$ cat src/rtl/stx_pkg.sv
package stx_pkg;
   localparam int unsigned ST_EMPTY = 1;
   localparam int unsigned ST_DCD   = 2;
   localparam int unsigned ST_CTS   = 3;
   localparam int unsigned ST_IRQ   = 7;

   localparam logic [1:0] SOFT_RESET_CODE = 2'b11;
   localparam logic [1:0] TX_IE_CODE      = 2'b01;

   typedef struct packed {
      logic irq;
      logic cts;
      logic dcd;
      logic empty;
   } stx_flags_t;
endpackage

$ cat src/rtl/stx_regs.sv
module stx_regs #(
   parameter int unsigned TX_WORD_W = 8
) (
   input  logic                 clk,
   input  logic                 rst_n,
   input  logic                 cs,
   input  logic                 rd_en,
   input  logic                 wr_en,
   input  logic                 reg_sel,
   input  logic [7:0]           wdata,
   input  logic                 load_take,
   input  logic                 tx_done,
   output logic                 soft_rst,
   output logic                 hold_full,
   output logic [TX_WORD_W-1:0] hold_data,
   output logic                 irq
);
   import stx_pkg::*;

   logic ctrl_wr, data_wr, data_rd, tx_ie;

   assign ctrl_wr  = cs && wr_en && !reg_sel;
   assign data_wr  = cs && wr_en && reg_sel;
   assign data_rd  = cs && rd_en && reg_sel;
   assign soft_rst = ctrl_wr && (wdata[1:0] == SOFT_RESET_CODE);

   always_ff @(posedge clk or negedge rst_n) begin
      if (!rst_n) begin
         hold_full <= 1'b0;
         hold_data <= '0;
         tx_ie     <= 1'b0;
         irq       <= 1'b0;
      end else begin
         if (soft_rst)       hold_full <= 1'b0;
         else if (data_wr)   hold_full <= 1'b1;
         else if (load_take) hold_full <= 1'b0;

         if (data_wr) hold_data <= wdata[TX_WORD_W-1:0];

         if (soft_rst)     tx_ie <= 1'b0;
         else if (ctrl_wr) tx_ie <= (wdata[6:5] == TX_IE_CODE);

         if (soft_rst || data_wr || data_rd)       irq <= 1'b0;
         else if (tx_done && !hold_full && tx_ie)  irq <= 1'b1;
      end
   end
endmodule

$ cat src/rtl/stx_shifter.sv
module stx_shifter #(
   parameter int unsigned TX_WORD_W = 8,
   parameter int unsigned OVS       = 16
) (
   input  logic                 clk,
   input  logic                 rst_n,
   input  logic                 tick,
   input  logic                 soft_rst,
   input  logic                 hold_full,
   input  logic [TX_WORD_W-1:0] hold_data,
   output logic                 load_take,
   output logic                 tx_done,
   output logic                 txd
);
   localparam int unsigned FRAME_BITS = TX_WORD_W + 2;
   localparam int unsigned BIT_CW     = $clog2(FRAME_BITS);
   localparam int unsigned TICK_CW    = (OVS > 1) ? $clog2(OVS) : 1;

   logic                  busy;
   logic                  bit_end;
   logic [BIT_CW-1:0]     bit_cnt;
   logic [FRAME_BITS-1:0] sreg;

   generate
      if (OVS > 1) begin : g_ovs
         logic [TICK_CW-1:0] tick_cnt;
         always_ff @(posedge clk or negedge rst_n) begin
            if (!rst_n)
               tick_cnt <= '0;
            else if (soft_rst || load_take)
               tick_cnt <= '0;
            else if (busy && tick)
               tick_cnt <= (tick_cnt == TICK_CW'(OVS - 1)) ? '0 : tick_cnt + 1'b1;
         end
         assign bit_end = tick && (tick_cnt == TICK_CW'(OVS - 1));
      end else begin : g_single
         assign bit_end = tick;
      end
   endgenerate

   assign tx_done   = busy && bit_end && (bit_cnt == BIT_CW'(FRAME_BITS - 1));
   assign load_take = hold_full && (!busy || tx_done) && !soft_rst;
   assign txd       = busy ? sreg[0] : 1'b1;

   always_ff @(posedge clk or negedge rst_n) begin
      if (!rst_n) begin
         busy    <= 1'b0;
         bit_cnt <= '0;
         sreg    <= '1;
      end else if (soft_rst) begin
         busy    <= 1'b0;
         bit_cnt <= '0;
         sreg    <= '1;
      end else if (load_take) begin
         busy    <= 1'b1;
         bit_cnt <= '0;
         sreg    <= {1'b1, hold_data, 1'b0};
      end else if (tx_done) begin
         busy    <= 1'b0;
         bit_cnt <= '0;
         sreg    <= '1;
      end else if (busy && bit_end) begin
         bit_cnt <= bit_cnt + 1'b1;
         sreg    <= {1'b1, sreg[FRAME_BITS-1:1]};
      end
   end
endmodule

$ cat src/rtl/stx_status.sv
module stx_status (
   input  logic                 reg_sel,
   input  stx_pkg::stx_flags_t  flags,
   output logic [7:0]           rdata
);
   import stx_pkg::*;

   logic [7:0] status;

   always_comb begin
      status           = 8'h00;
      status[ST_EMPTY] = flags.empty;
      status[ST_DCD]   = flags.dcd;
      status[ST_CTS]   = flags.cts;
      status[ST_IRQ]   = flags.irq;
      rdata            = reg_sel ? 8'h00 : status;
   end
endmodule

$ cat src/rtl/serial_tx_port.sv
module serial_tx_port #(
   parameter int unsigned TX_WORD_W = 8,
   parameter int unsigned OVS       = 16
) (
   input  logic       clk,
   input  logic       rst_n,
   input  logic       reg_sel,
   input  logic       cs,
   input  logic       rd_en,
   input  logic       wr_en,
   input  logic [7:0] wdata,
   output logic [7:0] rdata,
   input  logic       carrier_in,
   input  logic       cts_in,
   input  logic       bit_tick,
   output logic       txd,
   output logic       irq
);
   import stx_pkg::*;

   generate
      if (TX_WORD_W < 5 || TX_WORD_W > 8) begin : g_bad_word
         $error("serial_tx_port: TX_WORD_W must lie in 5..8");
      end
      if (OVS < 1) begin : g_bad_ovs
         $error("serial_tx_port: OVS must be at least 1");
      end
   endgenerate

   logic                 soft_rst;
   logic                 hold_full;
   logic [TX_WORD_W-1:0] hold_data;
   logic                 load_take;
   logic                 tx_done;
   stx_flags_t           flags;

   stx_regs #(.TX_WORD_W(TX_WORD_W)) i_regs (
      .clk       (clk),
      .rst_n     (rst_n),
      .cs        (cs),
      .rd_en     (rd_en),
      .wr_en     (wr_en),
      .reg_sel   (reg_sel),
      .wdata     (wdata),
      .load_take (load_take),
      .tx_done   (tx_done),
      .soft_rst  (soft_rst),
      .hold_full (hold_full),
      .hold_data (hold_data),
      .irq       (irq)
   );

   stx_shifter #(.TX_WORD_W(TX_WORD_W), .OVS(OVS)) i_shift (
      .clk       (clk),
      .rst_n     (rst_n),
      .tick      (bit_tick),
      .soft_rst  (soft_rst),
      .hold_full (hold_full),
      .hold_data (hold_data),
      .load_take (load_take),
      .tx_done   (tx_done),
      .txd       (txd)
   );

   assign flags.irq   = irq;
   assign flags.cts   = cts_in;
   assign flags.dcd   = carrier_in;
   assign flags.empty = !hold_full;

   stx_status i_status (
      .reg_sel (reg_sel),
      .flags   (flags),
      .rdata   (rdata)
   );
endmodule

$ cat config.mk
export PLATFORM = sky130hd
export DESIGN_NAME = serial_tx_port
export DESIGN_NICKNAME = d
export VERILOG_FILES = /design/src/rtl/stx_pkg.sv /design/src/rtl/stx_regs.sv /design/src/rtl/stx_shifter.sv /design/src/rtl/stx_status.sv /design/src/rtl/serial_tx_port.sv
export SDC_FILE = /design/constraint.sdc
export NUM_CORES = 1
export LEC_CHECK = 0
export ABC_AREA = 1
export BUFFER_PORTS_ARGS = -buffer_cell sky130_fd_sc_hd__buf_2
export CAP_MARGIN = 20
export CORE_ASPECT_RATIO = 1.2
export CORE_MARGIN = 2
export CORE_UTILIZATION = 35
export CTS_BUF_LIST = sky130_fd_sc_hd__clkbuf_2 sky130_fd_sc_hd__clkbuf_4 sky130_fd_sc_hd__clkbuf_8
export CTS_CLUSTER_DIAMETER = 50
export CTS_CLUSTER_SIZE = 12
export DETAILED_ROUTE_END_ITERATION = 8
export PLACE_DENSITY = 0.63
export SLEW_MARGIN = 20
export SYNTH_ARGS = -nofsm -noshare
export SYNTH_HDL_FRONTEND = slang
export SYNTH_HIERARCHICAL = 1
export SYNTH_SLANG_ARGS = --single-unit
$ cat constraint.sdc
create_clock -name clk -period 1.9 [get_ports clk]
set_input_delay 0.19 -clock clk [delete_from_list [all_inputs] [get_ports clk]]
set_output_delay 0.19 -clock clk [all_outputs]
set_load 0.01 [all_outputs]
Word-level counts from Yosys, hierarchy flattened
Index checks and enable logic that the tools add are counted.
Widths: inputs -> output; s select.

storage, ports and cells
  input port bits = 17
  output and inout port bits = 10
  register bits after elaboration = 30
  word-level logic and storage cells = 65

operators by class
  reductions and logical operators = 28
  equal/unequal tests = 4
  $add $sub $neg = 2
  mux-type cells = 23

operator list
  operator             number
  $mux 10              4
  $mux 4               7
  $logic_and 1x1->1    14
  $mux 1               11
  $add 4x1->4 const B  2
  $eq 4x4->1 const B   2
  $mux 8               1
  $reduce_bool 2->1    3
  $reduce_bool 3->1    2
  $logic_not 1->1      4
  $logic_or 1x1->1     4
  $reduce_bool 4->1    1
  $eq 2x1->1 const B   1
  $eq 2x2->1 const B   1

Logic depth before layout (Yosys ltp)
  depth after elaboration = 10
  gate-level depth with buffers = 11
  mapped depth without buffers = 11

By module
Netlist, hierarchy kept.

modules (own cells, without submodules)
  module          cells an instance  seq. area each (sq um)  instances  area each (sq um)
  stx_shifter     138                461.7                   1          1118.6
  stx_regs        63                 275.3                   1          538.0
  stx_status      13                 0.0                     1          63.8
  serial_tx_port  1                  0.0                     1          3.8

Worst setup path before layout
No wires, ideal clock.

  kind = register to register
  start = reg i_shift.g_ovs.tick_cnt[0]
  end = reg i_regs.hold_full
  stages on the path, launching flop included = 11
  data arrival time = 1.258 ns
  setup time = 0.119 ns
  buffers on the path = 0
  period minus slack after synthesis = 1.377 ns
  data required time = 1.781 ns
  path slack = 0.523 ns
  cells stage by stage = dfrtp_1 -> ha_1 -> nand3_1 -> nor2_2 -> nand2_4 -> nand2_8 -> nand3_2 -> inv_1 -> nor2_1 -> nand2_1 -> nand2_1

between the ends
  longest elaborated chain between the ends = 8

RTL lines
  item                                line                  source
  start, declared                     stx_shifter.sv:26     logic [TICK_CW-1:0] tick_cnt;
  start signal, assigned              stx_shifter.sv:33     tick_cnt <= (tick_cnt == TICK_CW'(OVS - 1)) ? '0 : tick_cnt + 1'b1;
  $eq 4x4->1                          stx_shifter.sv:35     assign bit_end = tick && (tick_cnt == TICK_CW'(OVS - 1));
  $logic_and 1x1->1                   stx_shifter.sv:35
  $logic_and 1x1->1 (2 in series)     stx_shifter.sv:41     assign tx_done = busy && bit_end && (bit_cnt == BIT_CW'(FRAME_BITS - 1));
  $logic_or 1x1->1                    stx_shifter.sv:42     assign load_take = hold_full && (!busy || tx_done) && !soft_rst;
  $logic_and 1x1->1 (2 in series)     stx_shifter.sv:42
  named net load_take                 serial_tx_port.sv:33  logic load_take;
  $reduce_bool 3->1 (no source line)  --
  end signal, assigned                stx_regs.sv:34        if (soft_rst) hold_full <= 1'b0;
  end signal, assigned                stx_regs.sv:35        else if (data_wr) hold_full <= 1'b1;
  end signal, assigned                stx_regs.sv:36        else if (load_take) hold_full <= 1'b0;
  end, declared                       stx_regs.sv:14        output logic hold_full,

The timed path passes the listed nets, and every way through them passes these cells.
A chain may end at the register's enable or synchronous reset.

Worst setup path after layout
  start = reg i_shift.g_ovs.tick_cnt[0]
  end = reg i_shift.bit_cnt[0]

between the ends
  longest elaborated chain between the ends = 9
  elaborated cells between the ends (all ways) = 11
  classes of those cells = 1 x eq/ne; 3 x mux; 7 x reduce/logical

RTL lines
  item                             line                                  source
  $eq 4x4->1 (*)                   stx_shifter.sv:35
  $logic_and 1x1->1 (*)            stx_shifter.sv:35
  $logic_and 1x1->1 (*)            stx_shifter.sv:41, stx_shifter.sv:62
  $logic_and 1x1->1                stx_shifter.sv:41
  $logic_or 1x1->1                 stx_shifter.sv:42
  $logic_and 1x1->1 (2 in series)  stx_shifter.sv:42
  $mux 4                           stx_shifter.sv:54                     end else if (load_take) begin
  $mux 4                           stx_shifter.sv:50                     end else if (soft_rst) begin
  end signal, assigned             stx_shifter.sv:63                     bit_cnt <= bit_cnt + 1'b1;
  end, declared                    stx_shifter.sv:21                     logic [BIT_CW-1:0] bit_cnt;

Every way passes the cells marked *; elsewhere a longest branch is shown, timed or not.

==> summary.txt <==
Yosys
  • Post-synthesis register bit count: 29
  • Sequential-to-total area share from yosys stat: 42.7%
  • Post-Syn Area: 1720 um2
  • Dominant cells by area after synthesis: dfrtp_1 (29%), dfstp_2 (14%), nand2_1 (11%), inv_1 (9.4%), nand3_1 (4.1%)
  • Synth unique cells: 31
  • Syn avg cell area: 8.02 um2
  • Leading area contributor after synthesis: dfrtp_1
  • Post-Syn Instances: 215
  • Synth warn: 6
  • Post-synth top area share: 29.0%

Cells and area
  • Final nets: 261
  • # fillers: 497
  • Area Growth Syn to Fin: 14.2%
  • Flip-flop and latch area: 737 um2
  • Share of cells above drive strength 1: 27.3%
  • Most frequent cells in the layout: nand2_1 (50), inv_1 (43), buf_2 (22)
  • Most common cell after layout, fill and taps aside: nand2_1
  • Multi-input logic area: 749 um2
  • Post-route cell area: 1970 um2
  • Antenna cell count: 0

Timing
  • Setup Viol. Count Final: 0
  • Slew HR: 56.7%
  • Setup TNS: 0 ps
  • Hold Vio Cnt, Final: 0
  • Clock skew: 4.70 ps
  • Fmax: 634 MHz
  • Final slew viol count: 0
  • RSZ-0062 raised after global routing: no
  • Worst-margin pin slew: 650 ps
  • Period minus WS final: 1580 ps
  • Minimum hold slack: 152 ps
  • Post-route clock period utilization: 83.0%

Clock tree
  • Clk_lat worst skew: 270 ps
  • TritonCTS Buffers: 5
  • Clk sinks: 29
  • Post-CTS Repair Setup Buffers: 0
  • Clock tree buffer depth: 2
  • CTS root buffer: clkbuf_8
  • Reg clk slew, reported paths: 60 ps
  • H-tree levels: 2
  • CTS tree: done

Worst setup path
  • Setup crit end kind: flop
  • Crit path largest cell delay: 380 ps
  • CP startpoint: i_shift/g_ovs.tick_cnt[0]$_DFFE_PN0P_
  • CP Data Arrival Time: 1730 ps
  • R2r setup slk: 320 ps
  • Worst r2r path cells: 7
  • WS Path Type: reg2reg
  • Reg2reg end: i_shift/bit_cnt[0]$_DFFE_PN0P_
  • WP data required: 2050 ps
  • CP max FO: 15
  • Worst reg2reg path startpoint: i_shift/g_ovs.tick_cnt[0]$_DFFE_PN0P_
  • CP startpoint kind: flop
  • Most used cell, CP: nand2_1
  • CP Capture Point: i_shift/bit_cnt[0]$_DFFE_PN0P_
  • Crit-path cells: ha_1 > nand2_1 > nand3b_1 > o211ai_4 > inv_2 > nand2_1 > o21ai_0
  • Slowest CP cell: dfrtp_1

Floorplanning
  • Rows: 28
  • Die area: 5510 um2
  • Die Height: 80.9 um
  • Die W: 68.1 um
  • Initial core utilization: 35.7%
  • Core footprint: 4830 um2
  • I/O pins: 27

Routing
  • DR vias: 1,376
  • Routed Antenna Nets: 0
  • DRC Markers: 0
  • Final WL: 3140 um
  • DR iter-0 viols: 51
  • DR WL/cell: 10.4 um
  • DR vias/cell: 4.56
  • DRT Pass-1 Iters: 4

Run
  • Max_cap viols: 0

Status
  • Status: finished, final reports clean

Worst hold path
  • HP Class: in2reg

Placed design
  • Final GP Congestion: 0.808
  • Post-DP HPWL: 2320 um
  • Port bufs: 22
  • DP Area: 1870 um2

Power
  • PD cells: 1020 nW/um2
  • Lkg Pwr: 0.00107 uW
  • Worst vdd ir: 0.413 mV

GRT
  • Initial antenna violation count: 0
  • First-pass GRT wire length: 5550 um
  • Pin count of the biggest net entering global routing: 30
  • Vias in the first global route: 1,272
  • Total overflow reported by the global router: 0
  • Tot GR Track Use: 13.4%
## synth_stat cells (all sizes together)
cell / n
nor3b: 1
o22ai: 1
nand3b: 1
nand4: 7
dfstp: 9
a21oi: 5
clkbuf: 1
o21ai: 11
nor3: 1
o211ai: 2
nand2: 55
buf: 8
dfrtp: 20
conb: 1
nor2: 17
o2111ai: 7
inv: 48
xor2: 1
ha: 3
nand3: 16
## worst max-delay path, delay by kind of cell, from the launching register on
family	cells	cell delay (ps)
buffers and inverters	1	190
and+or+nand+nor	3	370
adders and majority gates	1	200
DFF	1	380
AOI/OAI and AO/OA	2	310
## power by group
group          internal (uW)  total (uW)  switching [uW]
combinational            223         515             292
sequential               851         971             120
clock                    302         519             217
## cell families (layout without fill, tap and decap cells)
group                      Yosys count  after routing  share of synthesized area, %
other                                1              4                         0.217
adders and majority gates            3              3                          2.18
DFF                                 29             29                          42.7
xor gates and xnor gates             1              1                         0.508
buffers and inverters               57             81                          14.4
AOI/OAI and AO/OA                   26             26                          12.6
and+or+nand+nor                     98             98                          27.3
## per-layer routing
metal / track usage (%) / vias to the layer above / share of wire (%)
li1: - / 723 / -
met1: 15.8 / 611 / 44
met2: 22.1 / 35 / 49
met3: 3.60 / 7 / 4.3
met4: 6.60 / 0 / 2.6
met5: 0 / - / 0
## sequential cells by signal, indices dropped and copies added (netlist names)
signal and cells:
i_shift/busy 1, i_shift/sreg 9, i_shift/g_ovs.tick_cnt 4, i_regs/hold_full 1
i_regs/hold_data 8, i_regs/tx_ie 1, i_regs/irq 1, i_shift/bit_cnt 4
## worst min path at each step
stage / to / depth (start not counted) / slack, ps / start
2_1_floorplan: i_regs/hold_data[0]$_DFFE_PN0P_ / 0 / -110 / rst_n
3_3_place_gp: i_regs/hold_data[2]$_DFFE_PN0P_ / 1 / 250 / rst_n
3_5_place_dp: i_regs/hold_data[3]$_DFFE_PN0P_ / 1 / 260 / rst_n
4_1_cts: i_regs/hold_data[7]$_DFFE_PN0P_ / 3 / 140 / wdata[7]
5_1_grt: i_regs/hold_data[7]$_DFFE_PN0P_ / 3 / 160 / wdata[7]
6_report: i_regs/hold_data[7]$_DFFE_PN0P_ / 3 / 150 / wdata[7]
## stage by stage
step / cells / total power [uW] / setup slack, ps / utilization [%]
floorplan: 218 / 1360 / 523 / -
global placement: 293 / 1490 / 302 / 38.6
detailed placement: 293 / 1500 / 287 / 38.6
CTS: 302 / 2040 / 318 / 40.7
global route: 302 / 2170 / 111 / 40.7
finish: 302 / 2000 / 323 / 40.7
## repair_timing
action	CTS	global route
endpoints found under the hold margin	20	0
resized for setup	0	0
endpoints found under the setup margin	0	0
hold buffers	1	0
## final cells by class
class | instances | area share (%)
flip-flops and latches | 29 | 37.4
clock buffers | 8 | 4.64
repair buffers | 25 | 6.87
inverters | 48 | 9.15
multi-input cells | 132 | 38.1
well taps | 60 | 3.81
Note: power is estimated with default switching activity, not from simulation.
